--- src/rtl/cardEvtPkg.sv ---
package cardEvtPkg;
  localparam int STAT_W  = 14;
  localparam int EV_W    = 8;
  localparam int BIT_CMD = 13;
  localparam int BIT_XFR = 12;
  localparam int BIT_D3  = 11;
  localparam int BIT_RX  = 10;
  localparam int BIT_TX  = 9;
  localparam int BIT_RSV = 8;

  // bits that survive a status read
  localparam logic [STAT_W-1:0] HOLD_MASK = (STAT_W'(1) << BIT_RX) | (STAT_W'(1) << BIT_TX);
  // bits that exist
  localparam logic [STAT_W-1:0] LIVE_MASK = ~(STAT_W'(1) << BIT_RSV);
  localparam logic [STAT_W-1:0] RESET_VAL = STAT_W'(1) << BIT_TX;

  typedef struct packed {
    logic [STAT_W-1:0] setVec;
    logic [STAT_W-1:0] clrVec;
    logic              rdClr;
  } evtStrobe_t;
endpackage

--- src/rtl/cardEvtCtrl.sv ---
module cardEvtCtrl
  import cardEvtPkg::*;
#(
  parameter int SYNC_STAGES = 2
) (
  input  logic              clk,
  input  logic              rstN,
  input  logic [EV_W-1:0]   evStrobe,
  input  logic              cmdDone,
  input  logic              xferDone,
  input  logic              rxLoad,
  input  logic              rxRead,
  input  logic              dataRst,
  input  logic              cmdDataClr,
  input  logic              txWrite,
  input  logic              txDrain,
  input  logic              dat3In,
  input  logic              statRd,
  output evtStrobe_t        strobe
);
  localparam int TOP = SYNC_STAGES - 1;

  logic [SYNC_STAGES-1:0] syncQ;
  logic                   dat3LastQ;
  logic                   dat3Edge;
  logic                   dataClr;

  generate
    for (genvar g = 0; g < SYNC_STAGES; g++) begin : gSync
      if (g == 0) begin : gFirst
        always_ff @(posedge clk) begin
          if (!rstN) syncQ[g] <= 1'b0;
          else       syncQ[g] <= dat3In;
        end
      end else begin : gNext
        always_ff @(posedge clk) begin
          if (!rstN) syncQ[g] <= 1'b0;
          else       syncQ[g] <= syncQ[g-1];
        end
      end
    end
  endgenerate

  always_ff @(posedge clk) begin
    if (!rstN) dat3LastQ <= 1'b0;
    else       dat3LastQ <= syncQ[TOP];
  end

  assign dat3Edge = syncQ[TOP] ^ dat3LastQ;
  assign dataClr  = dataRst | cmdDataClr;

  always_comb begin
    strobe = '0;
    strobe.setVec[EV_W-1:0] = evStrobe;
    strobe.setVec[BIT_CMD]  = cmdDone;
    strobe.setVec[BIT_XFR]  = xferDone;
    strobe.setVec[BIT_D3]   = dat3Edge;
    // receive ready: data clear beats load, load beats register read
    strobe.setVec[BIT_RX]   = rxLoad & ~dataClr;
    strobe.clrVec[BIT_RX]   = dataClr | rxRead;
    // transmit ready: any set beats a register write
    strobe.setVec[BIT_TX]   = txDrain | dataClr;
    strobe.clrVec[BIT_TX]   = txWrite;
    strobe.rdClr            = statRd;
  end
endmodule

--- src/rtl/cardEvtPath.sv ---
module cardEvtPath
  import cardEvtPkg::*;
#(
  parameter int DATA_W = 32
) (
  input  logic              clk,
  input  logic              rstN,
  input  evtStrobe_t        strobe,
  input  logic [STAT_W-1:0] intMask,
  output logic [DATA_W-1:0] statRdData,
  output logic              irq
);
  logic [STAT_W-1:0] statQ, statD, baseVal;
  logic [STAT_W-1:0] pendQ, pendD;

  always_comb begin
    baseVal = strobe.rdClr ? (statQ & HOLD_MASK) : statQ;
    statD   = ((baseVal & ~strobe.clrVec) | strobe.setVec) & LIVE_MASK;
    pendD   = ((strobe.rdClr ? '0 : pendQ) | (statD & ~baseVal)) & statD;
  end

  always_ff @(posedge clk) begin
    if (!rstN) begin
      statQ <= RESET_VAL;
      pendQ <= '0;
    end else begin
      statQ <= statD;
      pendQ <= pendD;
    end
  end

  always_comb begin
    statRdData             = '0;
    statRdData[STAT_W-1:0] = statQ;
  end

  assign irq = |(pendQ & intMask);
endmodule

--- src/rtl/cardEvtStatus.sv ---
module cardEvtStatus
  import cardEvtPkg::*;
#(
  parameter int DATA_W      = 32,
  parameter int SYNC_STAGES = 2
) (
  input  logic              clk,
  input  logic              rstN,
  input  logic [EV_W-1:0]   evStrobe,
  input  logic              cmdDone,
  input  logic              xferDone,
  input  logic              rxLoad,
  input  logic              rxRead,
  input  logic              dataRst,
  input  logic              cmdDataClr,
  input  logic              txWrite,
  input  logic              txDrain,
  input  logic              dat3In,
  input  logic              statRd,
  input  logic [STAT_W-1:0] intMask,
  output logic [DATA_W-1:0] statRdData,
  output logic              irq
);
  evtStrobe_t strobe;

  cardEvtCtrl #(.SYNC_STAGES(SYNC_STAGES)) uCtrl (
    .clk(clk), .rstN(rstN), .evStrobe(evStrobe), .cmdDone(cmdDone),
    .xferDone(xferDone), .rxLoad(rxLoad), .rxRead(rxRead), .dataRst(dataRst),
    .cmdDataClr(cmdDataClr), .txWrite(txWrite), .txDrain(txDrain),
    .dat3In(dat3In), .statRd(statRd), .strobe(strobe)
  );

  cardEvtPath #(.DATA_W(DATA_W)) uPath (
    .clk(clk), .rstN(rstN), .strobe(strobe), .intMask(intMask),
    .statRdData(statRdData), .irq(irq)
  );
endmodule

--- config.mk ---
export PLATFORM = sky130hd
export DESIGN_NAME = cardEvtStatus
export DESIGN_NICKNAME = d
export VERILOG_FILES = /design/src/rtl/cardEvtPkg.sv /design/src/rtl/cardEvtCtrl.sv /design/src/rtl/cardEvtPath.sv /design/src/rtl/cardEvtStatus.sv
export SDC_FILE = /design/constraint.sdc
export NUM_CORES = 1
export LEC_CHECK = 0
export CAP_MARGIN = 15
export CORE_UTILIZATION = 37
export DETAILED_ROUTE_END_ITERATION = 6
export GPL_TIMING_DRIVEN = 0
export HOLD_SLACK_MARGIN = 0.15
export PLACE_DENSITY = 0.76
export SYNTH_ARGS = -nofsm -noshare
export SYNTH_HDL_FRONTEND = slang
export SYNTH_HIERARCHICAL = 1
export SYNTH_SLANG_ARGS = --single-unit
--- constraint.sdc ---
create_clock -name clk -period 1.2 [get_ports clk]
set_input_delay 0.18 -clock clk [delete_from_list [all_inputs] [get_ports clk]]
set_output_delay 0.18 -clock clk [all_outputs]
set_load 0.02 [all_outputs]
==> results.sh <==
export IMPL_outcome="finished, violations left"
export IMPL_failing_checks="negative setup slack"
export IMPL_critPathLaunchType="input port"
export IMPL_die_h_um=64.6
export IMPL_antenna_left=0
export IMPL_area_growth_synth_to_final_pct=47.0
export IMPL_via_count_of_the_first_global_routing_pass=1050
export IMPL_effective_utilization_at_floorplan_pct=39.0
export IMPL_hold_end="uPath/statQ[1]"
export IMPL_grt_antenna_before_repair=0
export IMPL_finalSetupViolCount=1
export IMPL_place_ws_ns=-0.698
export IMPL_leakagePower_nw=1.01
export IMPL_number_of_levels_in_the_clock_h_tree=2
export IMPL_finalHoldViolations=0
export IMPL_clock_latency_late_sink_ns=0.27
export IMPL_dr_first_iter_drc_count=22
export IMPL_post_route_drc_count=0
export IMPL_num_vias=1084
export IMPL_placement_io_buffers=34
export IMPL_ios=67
export IMPL_critical_path_endpoint_type="primary output"
export IMPL_wl_per_cell_um=10.2
export IMPL_netlist_instances=145
export IMPL_layout_nets=257
export IMPL_critPathRequiredTime_ns=1.02
export IMPL_overflow=0
export IMPL_min_path_cells=2
export IMPL_fp_coreArea_um2=3720
export IMPL_timing_hold_worst_class="input port to register"
export IMPL_ctsLongestPathBuffers=2
export IMPL_die_width_um=64.6
export IMPL_tritoncts="done"
export IMPL_cts_setup_buffers=0
export IMPL_gr_usage_all_layers_pct=14.9
export IMPL_finalNonFillerCells=271
export IMPL_slew_violations=0
export IMPL_num_rows=22
export IMPL_maxCapViolations=0
export IMPL_vdd_drop_max_mv=0.628
export IMPL_worstReg2RegStart="uCtrl/dat3LastQ"
export IMPL_viasPerCell=4.00
export IMPL_p_per_area_nw_per_um2=1080
export IMPL_diodes=0
export IMPL_clock_tree_root="sky130_fd_sc_hd__clkbuf_8"
export IMPL_synth_cell_area_um2=1450
export IMPL_grt_pass1_wl_um=4570
export IMPL_post_route_cells_drive_above_1_share_pct=31.8
export IMPL_avgSynthCellArea_um2=9.98
export IMPL_worst_path_max_fanout=1
export IMPL_skew_ns=0.00222
export IMPL_ff2ff_path_depth=4
export IMPL_place_gp_congestion=0.693
export IMPL_grt_start_max_net_pins=11
export IMPL_clk_sink_count=29
export IMPL_cts_made_buffers=5
export IMPL_synth_warning_count=6
export IMPL_worst_setup_path_type="input port to primary output"
export IMPL_fmaxAchievable_mhz=674
export IMPL_totalPowerFinal_mw=2.29
export IMPL_clk_pin_slew_ns=0.06
export IMPL_cp_arrival_ns=1.30
export IMPL_routed_wirelength_um=2760
export IMPL_detailedPlacementHpwl_um=1990
export IMPL_period_share_pct=124
export IMPL_r2r_slack_ns=0.20
export IMPL_fillCellCount=352
export IMPL_design_die_area_um2=4170
export IMPL_final_min_clock_period_ns=1.48
export IMPL_startpoint_of_the_lowest_slack_hold_path="evStrobe[1]"
export IMPL_finalWorstSetupSlack_ns=-0.284
export IMPL_inst_count_dp=255
export IMPL_worst_reg2reg_path_endpoint="uPath/pendQ[11]"
export IMPL_dr_pass1_iters=4
export IMPL_rsz0062_at_grt="true"
==> cells in the final DEF (no fill, tap or decap), types with 2 or more instances in the layout <==
cell	instances
sky130_fd_sc_hd__a22oi_1	5
sky130_fd_sc_hd__and2_1	3
sky130_fd_sc_hd__buf_4	44
sky130_fd_sc_hd__buf_6	3
sky130_fd_sc_hd__clkbuf_2	2
sky130_fd_sc_hd__clkbuf_8	6
sky130_fd_sc_hd__clkdlybuf4s15_1	2
sky130_fd_sc_hd__clkdlybuf4s50_1	17
sky130_fd_sc_hd__conb_1	30
sky130_fd_sc_hd__dfxtp_1	28
sky130_fd_sc_hd__dlygate4sd2_1	10
sky130_fd_sc_hd__dlygate4sd3_1	9
sky130_fd_sc_hd__dlymetal6s2s_1	2
sky130_fd_sc_hd__inv_1	12
sky130_fd_sc_hd__nor2b_1	2
sky130_fd_sc_hd__nor3b_1	6
sky130_fd_sc_hd__nor3b_2	6
sky130_fd_sc_hd__o21a_1	6
sky130_fd_sc_hd__o21a_2	6
sky130_fd_sc_hd__o31a_1	11
==> sequential cells by signal (all words and copies together) (netlist names) <==
name             flops
uPath/pendQ         13
uPath/statQ         13
uCtrl/syncQ          2
uCtrl/dat3LastQ      1
==> power breakdown <==
| part | total (mW) | leakage (nW) | switching (mW) | internal (mW) |
|---|---|---|---|---|
| Clock | 0.775 | 0.0443 | 0.322 | 0.453 |
| Combinational | 0.469 | 0.724 | 0.200 | 0.269 |
| Sequential | 1.05 | 0.241 | 0.0307 | 1.02 |
| Total | 2.29 | 1.01 | 0.552 | 1.74 |
==> area by class of cell <==
cell class / count / area [um2] / area share, %
tap: 48 / 60.1 / 2.82
buffer: 46 / 353 / 16.6
clock buffer: 7 / 86.3 / 4.06
timing repair buffer: 43 / 414 / 19.5
inverter: 12 / 45.0 / 2.12
sequential: 29 / 582 / 27.3
multi-input combinational: 86 / 588 / 27.6
==> per-layer routing <==
layer	part of all wire, %	track usage [%]	up-vias
met5	0	0	-
met2	47	24.7	42
li1	-	-	573
met4	0.40	6.67	0
met1	46	16.3	467
met3	5.7	6.51	2
==> how the worst max path moves through the flow <==
stage / startpoint / to / slack [ns] / cells past startpoint
floorplan: cmdDataClr / uPath/statQ[9] / 0.07 / 2
global placement: intMask[3] / irq / -0.67 / 5
detailed placement: intMask[3] / irq / -0.70 / 5
CTS: intMask[3] / irq / -0.30 / 5
global route: uPath/pendQ[3] / irq / -0.37 / 4
finish: intMask[5] / irq / -0.28 / 5
==> per-stage QoR <==
stage          instance area (um2)  hold slack (ns)  util (%)  TNS [ns]
3_5_place_dp                  1950            0.415      52.6     -5.50
3_3_place_gp                  1950            0.414      52.6     -5.20
4_1_cts                       2110            0.152      56.8    -0.305
6_report                      2130            0.167      57.3    -0.284
5_1_grt                       2130            0.157      57.3    -0.373
2_1_floorplan                 1550            0.302         -         0
==> worst max-delay path, cell delays in order <==
cell and delay, ns:
sky130_fd_sc_hd__clkdlybuf4s50_1 0.41, sky130_fd_sc_hd__a222oi_1 0.28, sky130_fd_sc_hd__and3_1 0.19, sky130_fd_sc_hd__nand4_1 0.09
sky130_fd_sc_hd__buf_6 0.15
==> what timing repair did <==
action	in CTS	in global routing
gates resized for setup	19	16
hold buffers	9	0
setup endpoints to repair	15	15
pin swaps	2	3
endpoints found under the hold margin	9	0
cloned	0	0
Power figures use the tool's default switching activity.
